--- src/rtl/dpwm_pkg.sv ---
package dpwm_pkg;

    localparam int BUS_W    = 32;
    localparam int NUM_PINS = 2;

    localparam logic [1:0] ADDR_CTRL   = 2'd0;
    localparam logic [1:0] ADDR_PERIOD = 2'd1;
    localparam logic [1:0] ADDR_DUTY   = 2'd2;
    localparam logic [1:0] ADDR_PINCFG = 2'd3;

    // command word bits
    localparam int CMD_START   = 0;
    localparam int CMD_STOP    = 1;
    localparam int CMD_CLR_CNT = 2;
    localparam int CMD_CLR_ERR = 3;

    typedef enum logic [1:0] {
        ST_HALT   = 2'd0,
        ST_FIRST  = 2'd1,
        ST_STEADY = 2'd2
    } tb_state_e;

    typedef struct packed {
        logic inv;
        logic idle;
        logic en;
    } pin_cfg_t;

endpackage

--- src/rtl/dpwm_regs.sv ---
module dpwm_regs
    import dpwm_pkg::*;
#(
    parameter int CNT_W = 16
) (
    input  logic                               clk,
    input  logic                               rst_n,
    input  logic                               wr_en,
    input  logic [1:0]                         wr_addr,
    input  logic [1:0]                         wr_chan,
    input  logic [BUS_W-1:0]                   wr_data,
    output logic                               start_cmd,
    output logic                               stop_cmd,
    output logic                               clr_cnt,
    output logic                               per_reject,
    output logic [CNT_W-1:0]                   per_buf,
    output logic [NUM_PINS-1:0][CNT_W-1:0]     duty_buf,
    output pin_cfg_t [NUM_PINS-1:0]            cfg,
    output logic                               err_o
);

    localparam logic [63:0] PER_MAX = (64'd1 << CNT_W) - 64'd1;

    logic [63:0]       data_wide;
    logic              is_ctrl, is_per, is_duty, is_cfg;
    logic              chan_ok, chan_reject, clr_err;
    logic [CNT_W-1:0]  duty_sat;

    assign data_wide = {{(64-BUS_W){1'b0}}, wr_data};
    assign is_ctrl   = wr_en && (wr_addr == ADDR_CTRL);
    assign is_per    = wr_en && (wr_addr == ADDR_PERIOD);
    assign is_duty   = wr_en && (wr_addr == ADDR_DUTY);
    assign is_cfg    = wr_en && (wr_addr == ADDR_PINCFG);

    assign start_cmd = is_ctrl && wr_data[CMD_START];
    assign stop_cmd  = is_ctrl && wr_data[CMD_STOP];
    assign clr_cnt   = is_ctrl && wr_data[CMD_CLR_CNT];
    assign clr_err   = is_ctrl && wr_data[CMD_CLR_ERR];

    assign chan_ok     = (wr_chan < 2'(NUM_PINS));
    assign chan_reject = (is_duty || is_cfg) && !chan_ok;
    assign per_reject  = is_per && ((wr_data == '0) || (data_wide > PER_MAX));

    // duty values beyond the counter range saturate (always >= any period)
    assign duty_sat = (data_wide > PER_MAX) ? '1 : wr_data[CNT_W-1:0];

    always_ff @(posedge clk) begin
        if (!rst_n) begin
            per_buf <= '1;
        end else if (is_per && !per_reject) begin
            per_buf <= wr_data[CNT_W-1:0];
        end
    end

    always_ff @(posedge clk) begin
        if (!rst_n) begin
            err_o <= 1'b0;
        end else if (per_reject || chan_reject) begin
            err_o <= 1'b1;
        end else if (clr_err) begin
            err_o <= 1'b0;
        end
    end

    for (genvar g = 0; g < NUM_PINS; g++) begin : g_pin_regs
        always_ff @(posedge clk) begin
            if (!rst_n) begin
                duty_buf[g] <= '0;
                cfg[g]      <= '0;
            end else begin
                if (is_duty && (wr_chan == 2'(g))) begin
                    duty_buf[g] <= duty_sat;
                end
                if (is_cfg && (wr_chan == 2'(g))) begin
                    cfg[g] <= wr_data[2:0];
                end
            end
        end
    end

endmodule

--- src/rtl/dpwm_timebase.sv ---
module dpwm_timebase
    import dpwm_pkg::*;
#(
    parameter int CNT_W = 16
) (
    input  logic             clk,
    input  logic             rst_n,
    input  logic             start_cmd,
    input  logic             stop_cmd,
    input  logic             clr_cnt,
    input  logic [CNT_W-1:0] per_buf,
    output tb_state_e        st_q,
    output logic [CNT_W-1:0] cnt_q,
    output logic [CNT_W-1:0] per_act,
    output logic             wrap,
    output logic             load_act
);

    tb_state_e st_d;
    logic      running;
    logic      at_end;

    assign running  = (st_q != ST_HALT);
    assign at_end   = (cnt_q >= (per_act - 1'b1));
    assign wrap     = running && at_end;
    assign load_act = (st_q == ST_HALT) || wrap;

    // state register
    always_ff @(posedge clk) begin
        if (!rst_n) begin
            st_q <= ST_HALT;
        end else begin
            st_q <= st_d;
        end
    end

    // next state
    always_comb begin
        st_d = st_q;
        unique case (st_q)
            ST_HALT: begin
                if (start_cmd && !stop_cmd) st_d = ST_FIRST;
            end
            ST_FIRST: begin
                if (stop_cmd)  st_d = ST_HALT;
                else if (wrap) st_d = ST_STEADY;
            end
            ST_STEADY: begin
                if (stop_cmd) st_d = ST_HALT;
            end
            default: st_d = ST_HALT;
        endcase
    end

    // counter
    always_ff @(posedge clk) begin
        if (!rst_n) begin
            cnt_q <= '0;
        end else if (clr_cnt) begin
            cnt_q <= '0;
        end else if (running) begin
            cnt_q <= at_end ? '0 : cnt_q + 1'b1;
        end
    end

    // active period: follows the buffer while halted, else loads at wrap
    always_ff @(posedge clk) begin
        if (!rst_n) begin
            per_act <= '1;
        end else if (load_act) begin
            per_act <= per_buf;
        end
    end

endmodule

--- src/rtl/dpwm_pin.sv ---
module dpwm_pin
    import dpwm_pkg::*;
#(
    parameter int CNT_W = 16
) (
    input  logic             clk,
    input  logic             rst_n,
    input  logic             load_act,
    input  logic [CNT_W-1:0] duty_buf,
    input  logic [CNT_W-1:0] per_act,
    input  logic [CNT_W-1:0] cnt_q,
    input  pin_cfg_t         cfg,
    input  tb_state_e        st_q,
    output logic             pwm
);

    logic [CNT_W-1:0] duty_act;
    logic [CNT_W-1:0] cmp;
    logic             below;
    logic             level;

    always_ff @(posedge clk) begin
        if (!rst_n) begin
            duty_act <= '0;
        end else if (load_act) begin
            duty_act <= duty_buf;
        end
    end

    always_comb begin
        if (cfg.inv) begin
            cmp = (duty_act >= per_act) ? '0 : (per_act - duty_act);
        end else begin
            cmp = duty_act;
        end
    end

    assign below = (cnt_q < cmp);

    // output level per timebase state
    always_comb begin
        level = cfg.idle;
        unique case (st_q)
            ST_HALT:   level = cfg.idle;
            ST_FIRST:  level = cfg.idle & below;
            ST_STEADY: level = below;
            default:   level = cfg.idle;
        endcase
    end

    assign pwm = cfg.en ? level : cfg.idle;

endmodule

--- src/rtl/dual_pwm_gen.sv ---
module dual_pwm_gen
    import dpwm_pkg::*;
#(
    parameter int CNT_W = 16
) (
    input  logic        clk,
    input  logic        rst_n,
    input  logic        wr_en,
    input  logic [1:0]  wr_addr,
    input  logic [1:0]  wr_chan,
    input  logic [31:0] wr_data,
    output logic [1:0]  pwm_o,
    output logic        ovf_o,
    output logic        err_o
);

    logic                           start_cmd, stop_cmd, clr_cnt, per_reject;
    logic [CNT_W-1:0]               per_buf, per_act, cnt_q;
    logic [NUM_PINS-1:0][CNT_W-1:0] duty_buf;
    pin_cfg_t [NUM_PINS-1:0]        cfg;
    tb_state_e                      st_q;
    logic                           wrap, load_act;
    logic [NUM_PINS-1:0]            en_vec, idle_vec;

    dpwm_regs #(.CNT_W(CNT_W)) regs_i (
        .clk        (clk),
        .rst_n      (rst_n),
        .wr_en      (wr_en),
        .wr_addr    (wr_addr),
        .wr_chan    (wr_chan),
        .wr_data    (wr_data),
        .start_cmd  (start_cmd),
        .stop_cmd   (stop_cmd),
        .clr_cnt    (clr_cnt),
        .per_reject (per_reject),
        .per_buf    (per_buf),
        .duty_buf   (duty_buf),
        .cfg        (cfg),
        .err_o      (err_o)
    );

    dpwm_timebase #(.CNT_W(CNT_W)) tbase_i (
        .clk       (clk),
        .rst_n     (rst_n),
        .start_cmd (start_cmd),
        .stop_cmd  (stop_cmd),
        .clr_cnt   (clr_cnt),
        .per_buf   (per_buf),
        .st_q      (st_q),
        .cnt_q     (cnt_q),
        .per_act   (per_act),
        .wrap      (wrap),
        .load_act  (load_act)
    );

    assign ovf_o = wrap;

    for (genvar g = 0; g < NUM_PINS; g++) begin : g_pin
        dpwm_pin #(.CNT_W(CNT_W)) pin_i (
            .clk      (clk),
            .rst_n    (rst_n),
            .load_act (load_act),
            .duty_buf (duty_buf[g]),
            .per_act  (per_act),
            .cnt_q    (cnt_q),
            .cfg      (cfg[g]),
            .st_q     (st_q),
            .pwm      (pwm_o[g])
        );
        assign en_vec[g]   = cfg[g].en;
        assign idle_vec[g] = cfg[g].idle;
    end

endmodule

--- config.mk ---
export PLATFORM = sky130hd
export DESIGN_NAME = dual_pwm_gen
export DESIGN_NICKNAME = d
export VERILOG_FILES = /design/src/rtl/dpwm_pkg.sv /design/src/rtl/dpwm_regs.sv /design/src/rtl/dpwm_timebase.sv /design/src/rtl/dpwm_pin.sv /design/src/rtl/dual_pwm_gen.sv
export SDC_FILE = /design/constraint.sdc
export NUM_CORES = 1
export LEC_CHECK = 0
export ABC_CLOCK_PERIOD_IN_PS = 7460
export BUFFER_PORTS_ARGS = -buffer_cell sky130_fd_sc_hd__buf_2
export CORE_MARGIN = 2
export CORE_UTILIZATION = 37
export CTS_CLUSTER_SIZE = 30
export DETAILED_ROUTE_END_ITERATION = 6
export HOLD_SLACK_MARGIN = 0.06
export SLEW_MARGIN = 20
export SYNTH_ARGS = -nofsm -noshare
export SYNTH_HDL_FRONTEND = slang
export SYNTH_HIERARCHICAL = 1
export SYNTH_SLANG_ARGS = --single-unit
--- constraint.sdc ---
create_clock -name clk -period 7.46 [get_ports clk]
set_input_delay 0.746 -clock clk [delete_from_list [all_inputs] [get_ports clk]]
set_output_delay 0.746 -clock clk [all_outputs]
set_load 0.02 [all_outputs]
==> results of run 1 <==
final cells by class:
type | instances | share of cell area, %
Clock buffer | 18 | 4.72
Clock inverter | 14 | 1.48
Inverter | 69 | 2.79
Multi-Input combinational cell | 726 | 58.5
Sequential cell | 121 | 26.1
Tap cell | 285 | 3.84
Timing Repair Buffer | 47 | 2.66
metrics by stage:
stage	area, µm²	setup WS [ps]	util (%)
after floorplan	8360	3310	-
after global routing	9300	2100	41.4
after global placement	8720	2960	38.9
after detailed placement	8720	2820	38.9
final	9300	2390	41.4
after CTS	9300	2390	41.4
worst min path at each step:
stage	endpoint	slack (ps)	cells after the start
2_1_floorplan	regs_i/per_buf[10]$_SDFFE_PN1P_	440	1
5_1_grt	regs_i/per_buf[9]$_SDFFE_PN1P_	480	1
4_1_cts	regs_i/per_buf[8]$_SDFFE_PN1P_	470	1
3_5_place_dp	regs_i/per_buf[8]$_SDFFE_PN1P_	450	1
3_3_place_gp	regs_i/per_buf[6]$_SDFFE_PN1P_	450	1
6_report	regs_i/per_buf[8]$_SDFFE_PN1P_	470	1
synth_stat cells, types with 9 or more instances:
cell,number
o211ai_1,9
xor2_1,22
a211o_1,10
ha_1,84
nor2b_1,41
a21o_1,15
o21ai_0,23
nand2_1,65
a21oi_1,39
nand3_1,10
clkbuf_1,21
dfxtp_1,121
xnor2_1,30
buf_2,10
nor3_1,26
nor2_1,98
a211oi_1,34
nand4_1,19
a22oi_1,10
mux2i_1,38
a2bb2oi_2,9
inv_1,67
o221ai_1,14
power by group through the flow:
stage,logic (mW),registers (mW),clock network (mW)
global route,0.140,0.667,0.849
CTS,0.127,0.667,0.823
floorplan,0.0886,0.676,0
detailed placement,0.126,0.681,0
finish,0.128,0.667,0.809
global placement,0.126,0.681,0
routing by layer:
layer  GRT usage, %  up-vias  wire (µm)
met1           29.1     3385      12000
met2           31.0      201      10300
met5              0        -          0
met4           5.16        0        387
met3           3.00       23       1070
li1               -     3539          -
worst register-to-register path, stage by stage, from the launching register on:
cell and delay, ps:
dfxtp_1 390, nor4_2 310, nand2_1 110, or4_4 480
nor4_4 240, xnor2_1 150, ha_1 270, a21oi_1 160
o21a_1 260, nand2_1 190, nor3_4 650, inv_2 630
mux2i_1 380, nor2b_1 60
registers in the layout, summed over array words and instances, names as in the netlist:
| signal | flops |
|---|---|
| regs_i/err_o | 1 |
| g_pin.pin_i/duty_act | 32 |
| tbase_i/cnt_q | 16 |
| tbase_i/per_act | 16 |
| tbase_i/st_q | 2 |
| regs_i/per_buf | 16 |
| regs_i/duty_buf | 32 |
| regs_i/cfg | 6 |
logic make-up (layout without fill, tap and decap cells):
family | after synthesis | in the layout
multiplexers | 39 | 39
buffers and inverters | 112 | 148
flip-flops | 121 | 121
AO/OA/AOI/OAI | 227 | 227
adder cells (fa/ha/maj) | 86 | 86
AND/OR/NAND/NOR | 322 | 322
XOR/XNOR | 52 | 52
==> flow_summary.ini, run 1 <==
[status]
status = complete, no violations

[global_routing]
grt_pass1_vias = 6608
grt_pass1_wl_mm = 37.0
grt_max_degree = 55
track_usage_pct = 20.0
gr-total-overflow = 0
antenna_found_initial = 0

[setup_path]
cp_data_arrival_time_ps = 4320
rr_endpoint = g_pin[0].pin_i/duty_act[0]$_SDFFE_PN0P_
rr_worst_depth = 13
path_delay_family = compound AO/OA/AOI/OAI gates
crit_type = reg2out
cp.required_ps = 6710
rrSetupSlack_ps = 3080
cp.depth = 16
max_stage_delay_ps = 590
startpoint = tbase_i/per_act[0]$_SDFFE_PN1P_
path_cells = inv_1 -> ha_1 -> inv_1 -> fa_1 -> nand3_1 -> a21oi_1 -> nor3_2 -> o211ai_1 -> a21o_1 -> o311a_4 -> a2bb2oi_1 -> ha_1 -> a2111oi_0 -> a221oi_1 -> a31oi_1 -> buf_2
r2r_start = tbase_i/per_act[2]$_SDFFE_PN1P_
worst-path-buf-inv = 3
end_kind = primary output
crit_path_end = pwm_o[1]
critPathLaunchType = flop
crit_slowest_cell = a2111oi_0
critPathMaxFanout = 15

[floorplan]
start_util_pct = 37.3
die_area_um2 = 23800
die_w_um = 154
core_um2 = 22400
pin_count = 43
fp.dieH_um = 154
fp-row-count = 55

[synth]
synth_edf_count = 0
synth_nets = 1084
synth-seq-cells = 121
synth_cell_type_count = 83
syn_area_um2 = 8360
synthArstFlopShare_pct = 0
synth_warnings = 6
yosys.area_share.simple_pct = 20.5
synthMuxAreaShare_pct = 4.68
netlist_instances = 959
synthTopCellsByArea = dfxtp_1 29%, ha_1 13%, mux2i_1 4.5%, nor2_1 4.4%, xnor2_1 3.1%
synth_top_family_by_area = compound AO/OA/AOI/OAI gates
yosysTopAreaCellShare_pct = 29.0
synth_fa_ha_area_share_pct = 13.0
synth_compound_area_share_pct = 21.2
synth_top_area_cell = dfxtp_1
seq_area_frac_synth_pct = 29.0
synthXorXnorAreaFrac_pct = 5.45
ys.flop_type = dfxtp_1
syn_avg_cell_area_um2 = 8.72

[layout]
layout_common_cells = 121 x dfxtp_1, 97 x nor2_1, 84 x ha_1
drive_above_1_share_pct = 13.0
num-nets-final = 1107
area_delta_synth_final_pct = 11.2
fillers = 2262
diodes = 0
final_common_cell = dfxtp_1
regArea_um2 = 2420
fin_cells = 1280
multi_input_area_um2 = 5430

[pwr]
power.total_mw = 1.60
peakVddDrop_v = 0.000119
powerDensity_nw_per_um2 = 173
p_int_mw = 1.18
switching_share_pct = 26.3
cellLeakagePower_nw = 3.71
p_clk_share_pct = 50.5
pwr-share-seq_pct = 41.6
share_comb_of_total_power_pct = 8.0
switchingPower_mw = 0.421

[drt]
wire_per_inst_um = 18.6
dr.pass1.iters = 5
wl_mm = 23.8
drt_iter0_markers = 488
via_count = 7148
drt_drc_violations_left = 0
ant_nets = 0
vias_per_cell = 5.58

[cts]
root_buffer = clkbuf_16
htreeDepth = 4
cts_hold_buffers = 0
clockBufferDepth = 2
numCtsBuffers = 17
clkSlewWorstSetupHoldPaths_ps = 60
post_cts_buffers = 0
cts.sinks = 121
clk-insertion-delay-late_ps = 420
cts_tree = yes
ctsResizeCount = 0

[sta]
relSlewSlack_pct = 26.8
setup_tns_ps = 0
holdWs_ps = 467
drv_slew = 0
finalClockSkew_ps = 9.54
hold_violations = 0
min_period_ps = 5070
rsz0062_at_grt = false
setup_viol = 0
max_freq_mhz = 197
timing.final.crit_share_pct = 68.0
worstMarginPinSlew_ps = 1100

[placed_design]
io_buffer_count = 42
gp_congestion = 0.914
dp_hpwl_mm = 18.1
dp_cells = 1248

[worst_hold_path]
min-delay-start = regs_i/per_buf[8]$_SDFFE_PN1P_
hold_class = reg2reg

[job]
cap_violations = 0
Power figures use the tool's default switching activity.
==> inputs of run 2 (changes only) <==
--- a/config.mk
+++ b/config.mk
@@ -5,7 +5,7 @@
 export SDC_FILE = /design/constraint.sdc
 export NUM_CORES = 1
 export LEC_CHECK = 0
-export ABC_CLOCK_PERIOD_IN_PS = 7460
+export ABC_CLOCK_PERIOD_IN_PS = 4100
 export BUFFER_PORTS_ARGS = -buffer_cell sky130_fd_sc_hd__buf_2
 export CORE_MARGIN = 2
 export CORE_UTILIZATION = 37
==> constraint.sdc (replaced) <==
create_clock -name clk -period 4.1 [get_ports clk]
set_input_delay 0.41 -clock clk [delete_from_list [all_inputs] [get_ports clk]]
set_output_delay 0.41 -clock clk [all_outputs]
set_load 0.02 [all_outputs]
==> flow_summary.ini, run 2 (synthesized netlist as in run 1, its figures left out) <==
[placed_design]
dp_hpwl_mm = 19.1
io_buffer_count = 42
gp_congestion = 0.974
dp_cells = 1272

[global_routing]
antenna_found_initial = 0
gr-total-overflow = 0
grt_pass1_vias = 6751
grt_pass1_wl_mm = 38.6
track_usage_pct = 21.0
grt_max_degree = 55

[sta]
finalClockSkew_ps = 8.25
max_freq_mhz = 242
fin_ws_ps = -33.3
hold_violations = 0
relSlewSlack_pct = 36.8
setup_viol = 2
worstMarginPinSlew_ps = 948
min_period_ps = 4130
rsz0062_at_grt = true
drv_slew = 0
timing.final.crit_share_pct = 101

[layout]
area_delta_synth_final_pct = 18.7
num-nets-final = 1141
diodes = 0
layout_common_cells = 109 x dfxtp_1, 96 x nor2_1, 67 x ha_1
fin_cells = 1313
fillers = 2195
final_common_cell = dfxtp_1
top_regs = g_pin.pin_i/duty_act: 32 flops, regs_i/duty_buf: 32 flops
fin_util_pct = 44.2
drive_above_1_share_pct = 20.5

[floorplan]
die_w_um = 154
start_util_pct = 37.3
fp.dieH_um = 154
pin_count = 43
core_um2 = 22400
fp-row-count = 55
die_area_um2 = 23800

[cts]
clk-insertion-delay-late_ps = 420
cts_tree = yes
clkSlewWorstSetupHoldPaths_ps = 60
cts_hold_buffers = 0
root_buffer = clkbuf_16
cts.sinks = 121
clockBufferDepth = 2
numCtsBuffers = 17
htreeDepth = 4

[worst_hold_path]
min-delay-start = wr_data[1]
hold_class = in2reg

[status]
violations = negative setup slack
status = finished with violations

[setup_path]
end_kind = primary output
rrSetupSlack_ps = 250
crit_type = reg2out
cp.required_ps = 3690
critPathMaxFanout = 4
cp_data_arrival_time_ps = 3720
startpoint = tbase_i/per_act[1]$_SDFFE_PN1P_
critPathLaunchType = flop
r2r_start = tbase_i/per_act[1]$_SDFFE_PN1P_

[drt]
via_count = 7351
vias_per_cell = 5.60
ant_nets = 0
wire_per_inst_um = 19.3
drt_drc_violations_left = 0
drt_iter0_markers = 458
wl_mm = 25.4
dr.pass1.iters = 5

[pwr]
cellLeakagePower_nw = 3.95
power.total_mw = 3.09
peakVddDrop_v = 0.000209
powerDensity_nw_per_um2 = 311

[job]
cap_violations = 0
==> run 2: worst max-delay path, cell delays in order, from the launching register on <==
cell,delay (ps)
dfxtp_2,350
buf_4,160
inv_1,90
ha_2,210
nand2_1,100
or4_4,480
nor3_2,190
xnor2_1,90
ha_1,300
nand4_1,270
nor3_4,390
nand4_1,220
nand3_1,140
and2_1,170
buf_4,150
==> run 2: stage by stage <==
stage | cell area, µm² | worst slack [ps] | setup TNS, ps | hold slack [ps]
after floorplan | 8360 | 284 | 0 | 436
after global placement | 8920 | 81.6 | 0 | 446
after detailed placement | 8920 | 72.9 | 0 | 451
after CTS | 9700 | -14.7 | -16.6 | 358
after global routing | 9920 | -205 | -574 | 369
final | 9920 | -33.3 | -55.2 | 363
==> run 2: repair_timing <==
action                     4_1_cts  5_1_grt
setup buffers                    4        5
gates cloned                     1        0
setup endpoints to repair        3        3
pin swaps                        5       21
resized for setup               31       43
==> run 2: final timing paths <==
| path | cells after the start | end |
|---|---|---|
| min | 3 | regs_i/cfg[4]$_SDFFE_PN0P_ |
| min reg2reg | 1 | regs_i/per_buf[12]$_SDFFE_PN1P_ |
| max | 14 | ovf_o |
| max reg2reg | 17 | g_pin[0].pin_i/duty_act[14]$_SDFFE_PN0P_ |
==> run 2: per-layer routing <==
layer  routed length (µm)  up-vias  GRT usage (%)
li1                     -     3606              -
met1                12400     3512           30.0
met2                10900      201           31.5
met3                 1330       32           4.06
met4                  702        0           7.23
met5                    0        -              0
==> run 2: cell type report <==
cell class / instances / area, µm² / share of cell area [%]
clock buffers: 17 / 425 / 4.29
clock inverters: 14 / 196 / 1.98
inverters: 69 / 259 / 2.61
multi-input cells: 727 / 5710 / 57.5
flip-flops and latches: 121 / 2440 / 24.6
well taps: 285 / 357 / 3.59
repair buffers: 80 / 539 / 5.43
==> run 2: report_power, final <==
part / internal (mW) / switching [mW]
combinational: 0.110 / 0.147
sequential: 1.19 / 0.0204
clock: 1.02 / 0.602
total: 2.32 / 0.769
==> inputs of run 3 (changes only) <==
--- a/config.mk
+++ b/config.mk
@@ -12,6 +12,7 @@
 export CTS_CLUSTER_SIZE = 30
 export DETAILED_ROUTE_END_ITERATION = 6
 export HOLD_SLACK_MARGIN = 0.06
+export RECOVER_POWER = 100
 export SLEW_MARGIN = 20
 export SYNTH_ARGS = -nofsm -noshare
 export SYNTH_HDL_FRONTEND = slang
==> flow_summary.ini, run 3 (synthesized netlist as in run 1, its figures left out) <==
[status]
status = finished with violations
violations = max-capacitance violations, max-slew violations, negative setup slack

[cts]
clockBufferDepth = 2
cts.sinks = 121
cts_tree = yes
clkSlewWorstSetupHoldPaths_ps = 60
htreeDepth = 4
root_buffer = clkbuf_16
cts_hold_buffers = 0
clk-insertion-delay-late_ps = 420
numCtsBuffers = 17

[sta]
max_freq_mhz = 243
hold_violations = 0
drv_slew = 109
min_period_ps = 4120
timing.final.crit_share_pct = 100
finalClockSkew_ps = 12.0
worstMarginPinSlew_ps = 2100
setup_viol = 1
rsz0062_at_grt = true
fin_ws_ps = -20.1
relSlewSlack_pct = -40.0

[setup_path]
critPathLaunchType = flop
critPathMaxFanout = 5
cp_data_arrival_time_ps = 3710
rr_worst_depth = 17
crit_type = reg2out
end_kind = primary output
cp.required_ps = 3690

[global_routing]
antenna_found_initial = 0
grt_max_degree = 55
grt_pass1_vias = 6751
gr-total-overflow = 0
grt_pass1_wl_mm = 38.6
track_usage_pct = 21.0

[floorplan]
fp.dieH_um = 154
start_util_pct = 37.3
pin_count = 43
die_area_um2 = 23800
die_w_um = 154
core_um2 = 22400
fp-row-count = 55

[layout]
drive_above_1_share_pct = 19.8
fin_util_pct = 44.0
layout_common_cells = 110 x dfxtp_1, 96 x nor2_1, 67 x ha_1
final_common_cell = dfxtp_1
diodes = 0
num-nets-final = 1141
top_regs = g_pin.pin_i/duty_act: 32 flops, regs_i/duty_buf: 32 flops
area_delta_synth_final_pct = 18.1

[drt]
ant_nets = 0
via_count = 7316
dr.pass1.iters = 5
wire_per_inst_um = 19.3
vias_per_cell = 5.57
drt_iter0_markers = 478
drt_drc_violations_left = 0
wl_mm = 25.3

[pwr]
power.total_mw = 3.09
cellLeakagePower_nw = 3.93
peakVddDrop_v = 0.000208
powerDensity_nw_per_um2 = 312

[worst_hold_path]
hold_class = in2reg
worstHoldPathCells = 3

[placed_design]
dp_hpwl_mm = 19.1
gp_congestion = 0.974
io_buffer_count = 42

[job]
cap_violations = 2
==> run 3: changes by cell type in the layout (fill, tap and decap cells not counted), sizes merged <==
cell    delta
buf        -6
clkbuf     +6
==> run 3: cell type report <==
cell class / instances / area [µm²]
inverters: 69 / 259
well taps: 285 / 357
flip-flops and latches: 121 / 2440
multi-input cells: 727 / 5690
clock buffers: 17 / 425
repair buffers: 80 / 510
clock inverters: 14 / 196
fillers: 2203 / 12600
==> run 3: critical path, stage by stage, from the launching register on <==
cell	delay (ps)
dfxtp_4	360
inv_2	70
ha_4	130
inv_1	50
fa_2	370
nand3_2	90
a21oi_2	60
nor3_2	190
o211ai_1	110
a21o_1	200
o311a_4	180
buf_4	150
buf_4	140
a2bb2oi_2	190
ha_1	270
nor2b_1	130
o21ai_1	110
o21ai_0	90
a31oi_1	200
buf_4	190
==> run 3: power by group <==
part	internal, mW	switching, mW	total [mW]
Clock	1.02	0.600	1.62
Combinational	0.108	0.146	0.254
Sequential	1.19	0.0205	1.21
Total	2.32	0.766	3.09
==> run 3: path summary, 6_finish.rpt <==
path | startpoint | to | slack (ps)
setup / recovery | tbase_i/per_act[0]$_SDFFE_PN1P_ | pwm_o[1] | -20
hold / removal | wr_data[1] | regs_i/cfg[4]$_SDFFE_PN0P_ | 360
setup reg to reg | tbase_i/per_act[1]$_SDFFE_PN1P_ | g_pin[0].pin_i/duty_act[14]$_SDFFE_PN0P_ | 180
hold reg to reg | regs_i/per_buf[12]$_SDFFE_PN1P_ | regs_i/per_buf[12]$_SDFFE_PN1P_ | 460
==> run 3: layer usage <==
layer	GRT usage, %	wire length (µm)	up-vias
li1	-	-	3603
met1	30.0	12500	3474
met2	31.5	10900	209
met3	4.06	1270	30
met4	7.23	696	0
met5	0	0	-
==> run 3: per-stage QoR <==
stage / area (µm²) / instances / TNS [ps] / hold WS, ps / setup WS [ps]
4_1_cts: 9700 / 1308 / -16.6 / 358 / -14.7
2_1_floorplan: 8360 / 959 / 0 / 436 / 284
3_5_place_dp: 8920 / 1272 / 0 / 451 / 72.9
6_report: 9880 / 1313 / -20.1 / 359 / -20.1
5_1_grt: 9880 / 1313 / -2640 / 369 / -205
3_3_place_gp: 8920 / 1272 / 0 / 446 / 81.6
==> run 3: timing repair <==
item / CTS / global route
setup endpoints to repair: 3 / 3
setup buffers: 4 / 5
resized for setup: 31 / 43
gates cloned: 1 / 0
pin swaps: 5 / 21
hold endpoints to repair: 0 / 0
